### src/rtl/wpi_pkg.sv
package wpi_pkg;

    typedef logic [7:0] byte_t;

    typedef enum logic [3:0] {
        ST_IDLE,
        ST_DEV,
        ST_DEV_ACK,
        ST_REG,
        ST_REG_ACK,
        ST_DAT,
        ST_DAT_ACK,
        ST_TX,
        ST_TX_ACK,
        ST_IGNORE
    } ctrl_state_t;

endpackage

### src/rtl/wpi_line_filter.sv
module wpi_line_filter #(
    parameter int SYNC_LEN = 2,
    parameter int VOTE_LEN = 3
) (
    input  logic clk,
    input  logic rst_n,
    input  logic din,
    output logic dout
);
    localparam int HALF = VOTE_LEN / 2;

    logic [SYNC_LEN-1:0] sync_q;
    logic [VOTE_LEN-1:0] vote_q;

    always_ff @(posedge clk) begin
        if (!rst_n) begin
            sync_q <= '1;
            vote_q <= '1;
            dout   <= 1'b1;
        end else begin
            sync_q <= {sync_q[SYNC_LEN-2:0], din};
            vote_q <= {vote_q[VOTE_LEN-2:0], sync_q[SYNC_LEN-1]};
            dout   <= ($countones(vote_q) > HALF);
        end
    end
endmodule

### src/rtl/wpi_bus_events.sv
module wpi_bus_events (
    input  logic clk,
    input  logic rst_n,
    input  logic scl_f,
    input  logic sda_f,
    output logic start_ev,
    output logic stop_ev,
    output logic scl_rise,
    output logic scl_fall
);
    logic scl_d, sda_d;

    always_ff @(posedge clk) begin
        if (!rst_n) begin
            scl_d <= 1'b1;
            sda_d <= 1'b1;
        end else begin
            scl_d <= scl_f;
            sda_d <= sda_f;
        end
    end

    always_comb begin
        start_ev = scl_f & scl_d & sda_d & ~sda_f;
        stop_ev  = scl_f & scl_d & ~sda_d & sda_f;
        scl_rise = scl_f & ~scl_d;
        scl_fall = ~scl_f & scl_d;
    end
endmodule

### src/rtl/wpi_ctrl.sv
module wpi_ctrl
    import wpi_pkg::*;
#(
    parameter int          DW         = 7,
    parameter logic [4:0]  DEV_ID     = 5'b01010,
    parameter logic [7:0]  REG_DATA   = 8'h00,
    parameter logic [7:0]  REG_ACCESS = 8'h02,
    parameter logic [7:0]  SEL_WIPER  = 8'h80,
    parameter logic [7:0]  SEL_STORE  = 8'h00
) (
    input  logic          clk,
    input  logic          rst_n,
    input  logic          start_ev,
    input  logic          stop_ev,
    input  logic          scl_rise,
    input  logic          scl_fall,
    input  logic          sda_f,
    input  logic [1:0]    strap_i,
    input  logic          busy_i,
    input  logic [DW-1:0] rd_data,
    output logic          sda_oe,
    output logic          tgt_sel,
    output logic          wr_stb,
    output logic          wr_tgt,
    output logic [DW-1:0] wr_data
);
    localparam int PAD = 8 - DW;

    ctrl_state_t state;
    byte_t       rx_sh;
    byte_t       tx_sh;
    byte_t       reg_ptr;
    logic [2:0]  bit_cnt;
    logic        got8;
    logic        rw_q;
    logic        mack_q;
    logic        addr_hit;

    assign addr_hit = (rx_sh[7:3] == DEV_ID) && (rx_sh[2:1] == strap_i);

    always_ff @(posedge clk) begin
        if (!rst_n) begin
            state   <= ST_IDLE;
            rx_sh   <= '0;
            tx_sh   <= '0;
            reg_ptr <= '0;
            bit_cnt <= '0;
            got8    <= 1'b0;
            rw_q    <= 1'b0;
            mack_q  <= 1'b0;
            tgt_sel <= 1'b1;
            wr_stb  <= 1'b0;
            wr_tgt  <= 1'b1;
            wr_data <= '0;
        end else if (busy_i) begin
            state  <= ST_IDLE;
            wr_stb <= 1'b0;
        end else begin
            wr_stb <= 1'b0;
            if (stop_ev) begin
                state <= ST_IDLE;
            end else if (start_ev) begin
                state   <= ST_DEV;
                bit_cnt <= '0;
                got8    <= 1'b0;
            end else begin
                unique case (state)
                    ST_IDLE, ST_IGNORE: ;
                    ST_DEV, ST_REG, ST_DAT: begin
                        if (scl_rise) begin
                            rx_sh   <= {rx_sh[6:0], sda_f};
                            bit_cnt <= bit_cnt + 3'd1;
                            if (bit_cnt == 3'd7) got8 <= 1'b1;
                        end else if (scl_fall && got8) begin
                            got8 <= 1'b0;
                            if (state == ST_DEV) begin
                                rw_q  <= rx_sh[0];
                                state <= addr_hit ? ST_DEV_ACK : ST_IGNORE;
                            end else if (state == ST_REG) begin
                                reg_ptr <= rx_sh;
                                state   <= ST_REG_ACK;
                            end else begin
                                if (reg_ptr == REG_ACCESS) begin
                                    if (rx_sh == SEL_WIPER)      tgt_sel <= 1'b1;
                                    else if (rx_sh == SEL_STORE) tgt_sel <= 1'b0;
                                end else if (reg_ptr == REG_DATA) begin
                                    wr_stb  <= 1'b1;
                                    wr_tgt  <= tgt_sel;
                                    wr_data <= rx_sh[DW-1:0];
                                end
                                state <= ST_DAT_ACK;
                            end
                        end
                    end
                    ST_DEV_ACK: begin
                        if (scl_fall) begin
                            bit_cnt <= '0;
                            if (rw_q) begin
                                state <= ST_TX;
                                tx_sh <= {{PAD{1'b0}}, rd_data};
                            end else begin
                                state <= ST_REG;
                            end
                        end
                    end
                    ST_REG_ACK, ST_DAT_ACK: begin
                        if (scl_fall) begin
                            bit_cnt <= '0;
                            state   <= ST_DAT;
                        end
                    end
                    ST_TX: begin
                        if (scl_fall) begin
                            if (bit_cnt == 3'd7) begin
                                state <= ST_TX_ACK;
                            end else begin
                                tx_sh   <= {tx_sh[6:0], 1'b0};
                                bit_cnt <= bit_cnt + 3'd1;
                            end
                        end
                    end
                    ST_TX_ACK: begin
                        if (scl_rise) begin
                            mack_q <= ~sda_f;
                        end else if (scl_fall) begin
                            bit_cnt <= '0;
                            if (mack_q) begin
                                state <= ST_TX;
                                tx_sh <= {{PAD{1'b0}}, rd_data};
                            end else begin
                                state <= ST_IGNORE;
                            end
                        end
                    end
                endcase
            end
        end
    end

    always_comb begin
        sda_oe = 1'b0;
        if (!busy_i) begin
            unique case (state)
                ST_DEV_ACK, ST_REG_ACK, ST_DAT_ACK: sda_oe = 1'b1;
                ST_TX:                              sda_oe = ~tx_sh[7];
                ST_IDLE, ST_DEV, ST_REG, ST_DAT,
                ST_TX_ACK, ST_IGNORE:               sda_oe = 1'b0;
            endcase
        end
    end
endmodule

### src/rtl/wiper_i2c_slave.sv
module wiper_i2c_slave #(
    parameter int         DW       = 7,
    parameter logic [4:0] DEV_ID   = 5'b01010,
    parameter int         SYNC_LEN = 2,
    parameter int         VOTE_LEN = 3
) (
    input  logic          clk,
    input  logic          rst_n,
    input  logic          scl_i,
    input  logic          sda_i,
    output logic          sda_oe,
    input  logic [1:0]    strap_i,
    input  logic          busy_i,
    input  logic [DW-1:0] rd_data,
    output logic          tgt_sel,
    output logic          wr_stb,
    output logic          wr_tgt,
    output logic [DW-1:0] wr_data
);
    logic [1:0] line_raw, line_flt;
    logic start_ev, stop_ev, scl_rise, scl_fall;

    assign line_raw = {sda_i, scl_i};

    for (genvar g = 0; g < 2; g++) begin : g_line
        wpi_line_filter #(.SYNC_LEN(SYNC_LEN), .VOTE_LEN(VOTE_LEN)) u_flt (
            .clk(clk), .rst_n(rst_n), .din(line_raw[g]), .dout(line_flt[g])
        );
    end

    wpi_bus_events u_ev (
        .clk(clk), .rst_n(rst_n),
        .scl_f(line_flt[0]), .sda_f(line_flt[1]),
        .start_ev(start_ev), .stop_ev(stop_ev),
        .scl_rise(scl_rise), .scl_fall(scl_fall)
    );

    wpi_ctrl #(.DW(DW), .DEV_ID(DEV_ID)) u_ctrl (
        .clk(clk), .rst_n(rst_n),
        .start_ev(start_ev), .stop_ev(stop_ev),
        .scl_rise(scl_rise), .scl_fall(scl_fall),
        .sda_f(line_flt[1]), .strap_i(strap_i), .busy_i(busy_i),
        .rd_data(rd_data), .sda_oe(sda_oe), .tgt_sel(tgt_sel),
        .wr_stb(wr_stb), .wr_tgt(wr_tgt), .wr_data(wr_data)
    );
endmodule

### config.mk
export PLATFORM = sky130hd
export DESIGN_NAME = wiper_i2c_slave
export DESIGN_NICKNAME = d
export VERILOG_FILES = /design/src/rtl/wpi_pkg.sv /design/src/rtl/wpi_line_filter.sv /design/src/rtl/wpi_bus_events.sv /design/src/rtl/wpi_ctrl.sv /design/src/rtl/wiper_i2c_slave.sv
export SDC_FILE = /design/constraint.sdc
export NUM_CORES = 1
export LEC_CHECK = 0
export BUFFER_PORTS_ARGS = -buffer_cell sky130_fd_sc_hd__buf_4
export CORE_ASPECT_RATIO = 0.7
export CORE_MARGIN = 1
export CORE_UTILIZATION = 28
export DETAILED_ROUTE_END_ITERATION = 16
export GPL_TIMING_DRIVEN = 1
export RECOVER_POWER = 100
export SLEW_MARGIN = 20
export SYNTH_ARGS = -nofsm -noshare
export SYNTH_HDL_FRONTEND = slang
export SYNTH_SLANG_ARGS = --single-unit
### constraint.sdc
create_clock -name clk -period 2.4 [get_ports clk]
set_clock_uncertainty 0.1 [all_clocks]
set_input_delay 0.24 -clock clk [delete_from_list [all_inputs] [get_ports clk]]
set_output_delay 0.24 -clock clk [all_outputs]
set_load 0.005 [all_outputs]
# Yosys cells after proc, flatten, opt, wreduce, memory -nomap -nowiden

Cells that the tools add are included.

Output and inout port bits: 11
Register bits after elaboration: 58
Bits in read-only memories: 0
Input bits: 14
Memory bits (writable): 0
Memories kept: 0
Logic and storage cells: 156
Bits in latches: 0

Eq/ne operators: 36
$lt $le $gt $ge: 2
Bitwise operators: 22
Shifts and indexed selects: 0
Multiply operators: 0
Reduce and logical (&&, ||, !) cells: 30
Divide/modulo/power cells: 0
Mux-type cells: 40
Add/subtract/negate cells: 5

Operator list:

| cell                                                   | number |
|---|---|
| adder 32 x 1 -> 32 bit                                 | 2 |
| > comparator 32 x 2 -> 1 bit (second input constant)   | 2 |
| two-way mux 8 bit                                      | 7 |
| two-way mux 4 bit                                      | 11 |
| case mux 8 bit (3 select lines)                        | 1 |
| two-way mux 3 bit                                      | 7 |
| inequality test 3 x 2 -> 1 bit (second input constant) | 7 |
| case mux 4 bit (5 select lines)                        | 1 |
| AND reduction 10 bit                                   | 2 |
| AND reduction 9 bit                                    | 2 |
| == test 4 x 3 -> 1 bit (second input constant)         | 4 |
| zero test 8 bit                                        | 2 |
| inequality test 2 x 1 -> 1 bit (second input constant) | 8 |
| NOT 1 bit                                              | 15 |
| AND reduction 5 bit                                    | 3 |
| AND reduction 7 bit                                    | 2 |
| inequality test 3 bit (second input constant)          | 4 |
| case mux 3 bit (4 select lines)                        | 1 |
| AND reduction 11 bit                                   | 1 |
| two-way mux 1 bit                                      | 10 |
| nonzero test 5 bit                                     | 2 |
| OR reduction 10 bit                                    | 1 |
| OR reduction 3 bit                                     | 3 |
| == test 4 x 2 -> 1 bit (second input constant)         | 2 |
| 22 further kinds                                       | 35 |

# Logic depth before layout (Yosys ltp)

Depth after elaboration: 8
Depth in mapped cells: 8
Mapped depth without buffers: 6

# Cells and area by module

A second synthesis with hierarchy kept.

Cell total of the unflattened synthesis: 303
Area total of the unflattened synthesis: 2,717.6 µm²

By module, submodules not included:

| module          | instances | area an instance (µm²) | sequential area each (µm²) | cells each |
|---|---|---|---|---|
| wpi_ctrl        | 1         | 2,282.2                | 880.8                      | 267 |
| wpi_line_filter | 2         | 175.2                  | 120.1                      | 14 |
| wpi_bus_events  | 1         | 85.1                   | 40.0                       | 8 |

# Worst setup path after synthesis

No wires, ideal clock.

Kind: reg-to-reg
From: register u_ctrl.state[1]
To: register u_ctrl.tx_sh[0]
Period minus slack after synthesis: 1.925 ns
Slack: 0.475 ns
Setup time: 0.072 ns
Path buffers: 3
Cell stages (with the launch flop): 9
Arrival time: 1.753 ns
Required time: 2.228 ns
Cells stage by stage: dfxtp_1 -> buf_6 -> and4b_1 -> buf_6 -> and2_4 -> nor4b_4 -> and2_4 -> buf_8 -> mux2i_1

Cells in the longest elaborated chain, start to end: 3
Elaborated cells on any way between the ends: 13
Those cells by class: eq/ne: 10; mux: 1; reduce/logical: 2

RTL lines:

| item                                                                   | line            | RTL |
|---|---|---|
| start, declared                                                        | wpi_ctrl.sv:29  | `ctrl_state_t state;` |
| start signal, assigned                                                 | wpi_ctrl.sv:78  | `state <= addr_hit ? ST_DEV_ACK : ST_IGNORE;` |
| == test 4 bit, or another cell as far along                            | wpi_ctrl.sv:67  | `unique case (state)` |
| inequality test 2 x 1 -> 1 bit (no line), or another cell as far along | --              |  |
| AND reduction 11 bit (no line)                                         | --              |  |
| end signal, assigned                                                   | wpi_ctrl.sv:100 | `tx_sh <= {{PAD{1'b0}}, rd_data};` |
| end signal, assigned                                                   | wpi_ctrl.sv:117 | `tx_sh <= {tx_sh[6:0], 1'b0};` |
| end signal, assigned                                                   | wpi_ctrl.sv:129 | `tx_sh <= {{PAD{1'b0}}, rd_data};` |
| end, declared                                                          | wpi_ctrl.sv:31  | `byte_t tx_sh;` |

Parallel ways exist; a longest one is shown, timed or not.
A chain may end at the register's enable or synchronous reset.

# Worst setup path after layout

From: register u_ctrl.state[1]
To: register u_ctrl.bit_cnt[1]

Cells in the longest elaborated chain, start to end: 4
Elaborated cells on any way between the ends: 18
Those cells by class: eq/ne: 12; mux: 2; reduce/logical: 4

RTL lines:

| item                                                               | line            | RTL |
|---|---|---|
| == test 4 x 3 -> 1 bit, or another cell as far along               | wpi_ctrl.sv:67  |  |
| OR reduction 3 bit (on tied branches)                              | --              |  |
| inequality test 3 bit (no line), or another cell as far along      | --              |  |
| AND reduction 7 bit (no line) or two-way mux 3 bit (tied branches) | --              |  |
| end signal, assigned                                               | wpi_ctrl.sv:72  | `bit_cnt <= bit_cnt + 3'd1;` |
| end signal, assigned                                               | wpi_ctrl.sv:118 | `bit_cnt <= bit_cnt + 3'd1;` |
| end, declared                                                      | wpi_ctrl.sv:33  | `logic [2:0] bit_cnt;` |

Parallel ways exist; a longest one is shown, timed or not.

==> flow_summary.json <==
{
  "dpl_worst_slack_ps": 187,
  "yosysSeqAreaShare_pct": 43.6,
  "synth_mux_area_share_pct": 11.3,
  "core_area_um2": 9140,
  "first_pass_iters": 4,
  "io_buffers": 24,
  "cts_tree": "built",
  "p_leak_nw": 1.44,
  "layout_min_cycle_time_ps": 2250,
  "hold_slack_ps": 88.5,
  "insertion_delay_ps": 330,
  "cts_root_buf": "clkbuf_16",
  "antenna_found_initial": 0,
  "routed.top_layer": "met4",
  "tightest_slew_ps": 777,
  "end_kind": "flip-flop",
  "synthAdderAreaFrac_pct": 2.25,
  "wl_um": 5960,
  "drv_slew": 0,
  "required_ps": 2500,
  "fp-row-count": 29,
  "ant_nets": 0,
  "grt_pass1_wl_um": 9790,
  "wl_met3_um": 355,
  "async_reset_ff_share_pct": 0,
  "die_h_um": 83.6,
  "dp_hpwl_um": 3970,
  "ys_warn_count": 0,
  "clock_sinks": 58,
  "ys_seq_elements": 58,
  "cts_buffer_depth": 2,
  "rrSetupSlack_ps": 150,
  "syn-num-nets": 297,
  "setup.worst_path.end": "u_ctrl.bit_cnt[1]",
  "setup_viol": 0,
  "synth_cells": 279,
  "r2r_start": "u_ctrl.state[1]",
  "vias": 2165,
  "grt_usage_pct": 12.7,
  "start_util_pct": 29.1,
  "drcViolationCount": 0,
  "ir_drop_v": 0.000405,
  "viasPerCell": 4.94,
  "relSlewSlack_pct": 48.2,
  "ys.flop_type": "dfxtp_1",
  "drive_above_1_share_pct": 19.4,
  "grt_pass1_vias": 1974,
  "dr_wl_met2_um": 2540,
  "grt_start_max_net_pins": 36,
  "drtIter0Drc": 162,
  "startpoint": "u_ctrl.state[1]",
  "synthSimpleGateAreaFrac_pct": 24.1,
  "numCtsBuffers": 9,
  "routedWlPerCell_um": 13.6,
  "tns_ps": 0,
  "worstHoldPathType": "primary input to flip-flop",
  "fin_nets": 327,
  "crit_fanout": 16,
  "ys_types": 54,
  "grt_setup_unrepaired": "false",
  "area_growth_pct": 23.1,
  "worstRegToRegCells": 5,
  "fin_ws_ps": 150,
  "dieArea_um2": 9920,
  "worst_setup_path_start_kind": "flip-flop",
  "synth_top_family_by_area": "simple AND/OR/NAND/NOR gates",
  "ctsResizeCount": 0,
  "maxCapViolCount": 0,
  "max_freq_ghz": 0.444,
  "diodes": 0,
  "die-width_um": 119,
  "gr-total-overflow": 0,
  "ios": 25,
  "reg2reg_to": "u_ctrl.bit_cnt[1]",
  "power_density_nw_per_um2": 1050,
  "drt-met1-wl_um": 2960,
  "crit_type": "flip-flop to flip-flop",
  "placed_cells_incl_taps": 419,
  "cts-htree-levels": 3,
  "syn-cell-area_um2": 2670,
  "hold_violations": 0,
  "globalplace.congestion": 0.821,
  "finalCritPeriodShare_pct": 93.7,
  "layoutNonFillerInstCount": 438,
  "synth-compound-area-share_pct": 14.0,
  "cp.arrival_ps": 2350,
  "status": "finished, final reports clean",
  "path_clk_slew_ps": 50,
  "synth_enable_flop_cells": 0,
  "synth.avg_cell_area_um2": 9.55,
  "hp-start": "rd_data[0]",
  "synth_xor_xnor_area_share_pct": 0.986
}
==> stage by stage <==
stage | instance area [um^2] | utilization [%] | power [mW]
floorplan | 2670 | - | 1.87
global route | 3280 | 35.9 | 3.63
CTS | 3300 | 36.1 | 3.47
global placement | 2960 | 32.4 | 2.07
detailed placement | 2960 | 32.4 | 2.08
finish | 3280 | 35.9 | 3.45
==> kinds of logic (layout without fill, tap and decap cells) <==
kind of cell,count (synthesis),in the layout
AOI/OAI and AO/OA,46,46
xor gates and xnor gates,3,3
adders and majority gates,5,5
buffers and inverters,19,54
DFF,58,58
muxes,30,30
and+or+nand+nor,118,118
==> worst min-delay path by stage <==
stage	endpoint	slack [ps]	cells past startpoint
final	u_ctrl.tx_sh[0]	90	3
after global routing	u_ctrl.tx_sh[0]	100	3
after CTS	u_ctrl.tx_sh[0]	90	3
after detailed placement	g_line[0].u_flt.sync_q[1]	300	1
after global placement	g_line[0].u_flt.sync_q[1]	290	1
after floorplan	g_line[1].u_flt.vote_q[1]	210	1
==> critical path, stage by stage, from the launching register on <==
cell	delay, ps
dfxtp_1	660
and4b_1	490
a221oi_1	120
a211oi_1	380
o21ai_1	200
mux2i_1	170
==> report_power, final <==
part | internal [mW] | switching, mW
Combinational | 0.419 | 0.534
Clock | 0.932 | 0.431
Sequential | 1.03 | 0.108
==> what timing repair did <==
action,CTS,global route
endpoints found under the setup margin,0,1
endpoints found under the hold margin,2,0
buffers inserted,0,1
hold buffers,2,0
==> cell usage after synthesis, types with 2 or more instances <==
cell / instances / area share [%]
dfxtp_1: 58 / 44
nor2_1: 33 / 4.6
mux2i_1: 30 / 11
nand2_1: 28 / 3.9
nand2b_1: 15 / 3.5
a21oi_1: 13 / 2.4
clkbuf_1: 7 / 0.99
a311oi_2: 6 / 3.4
nand3_1: 6 / 1.1
inv_1: 5 / 0.70
ha_1: 4 / 1.9
nand4_1: 4 / 0.94
nor3_1: 4 / 0.75
a211oi_1: 3 / 0.85
a311oi_1: 3 / 0.99
a31oi_1: 3 / 0.70
and2_4: 3 / 0.99
buf_2: 3 / 0.56
nor2b_1: 3 / 0.70
nor3b_1: 3 / 0.85
o211ai_1: 3 / 0.85
a211o_1: 2 / 0.66
and4b_1: 2 / 0.75
buf_6: 2 / 0.85
nor4_1: 2 / 0.47
o21ai_0: 2 / 0.38
o21ai_1: 2 / 0.38
or2_2: 2 / 0.47
or4_1: 2 / 0.56
xnor2_1: 2 / 0.66
==> layer usage <==
| metal | GRT usage [%] | vias up |
|---|---|---|
| met2 | 18.0 | 67 |
| met1 | 17.5 | 1025 |
| li1 | - | 1063 |
| met3 | 3.76 | 10 |
| met5 | 0 | - |
| met4 | 5.87 | 0 |
==> state kept, by name, indices dropped and copies added (netlist names) <==
signal and flops:
u_ctrl.reg_ptr 8, u_ctrl.rx_sh 8, u_ctrl.tx_sh 8, u_ctrl.wr_data 7, g_line.u_flt.vote_q 6, g_line.u_flt.sync_q 4
u_ctrl.state 4, u_ctrl.bit_cnt 3, g_line.u_flt.dout 2, u_ctrl.got8 1, u_ctrl.mack_q 1, u_ctrl.rw_q 1
u_ctrl.tgt_sel 1, u_ctrl.wr_stb 1, u_ctrl.wr_tgt 1, u_ev.scl_d 1, u_ev.sda_d 1
==> area by class of cell <==
| type | count | area (um^2) |
|---|---|---|
| Tap cell | 124 | 155 |
| Sequential cell | 58 | 1160 |
| Inverter | 6 | 22.5 |
| Clock buffer | 11 | 243 |
| Timing Repair Buffer | 32 | 236 |
| Fill cell | 961 | 5860 |
| Multi-Input combinational cell | 202 | 1390 |
| Clock inverter | 5 | 77.6 |
==> cells in the final DEF (no fill, tap or decap), types with 2 or more instances in the layout <==
cell           count
nor2_1            33
a21oi_1           13
or4_1              2
nand4_1            4
and2_4             3
a211oi_1           3
buf_4             15
nand3_1            6
dfxtp_1           58
bufinv_16          2
o21ai_1            3
xnor2_1            2
a31oi_1            3
or2_2              2
nor4_1             2
inv_1              5
nand2_1           28
a211o_1            2
o211ai_1           3
dlygate4sd3_1      2
o21ai_0            2
nand2b_1          15
ha_1               4
nor3b_1            3
clkinv_2           2
clkbuf_4          12
nor2b_1            3
clkbuf_16          9
clkbuf_1           2
and4b_1            2
mux2i_1           30
a311oi_2           4
clkbuf_2           2
a311oi_1           5
nor3_1             4
Power figures use the tool's default switching activity.
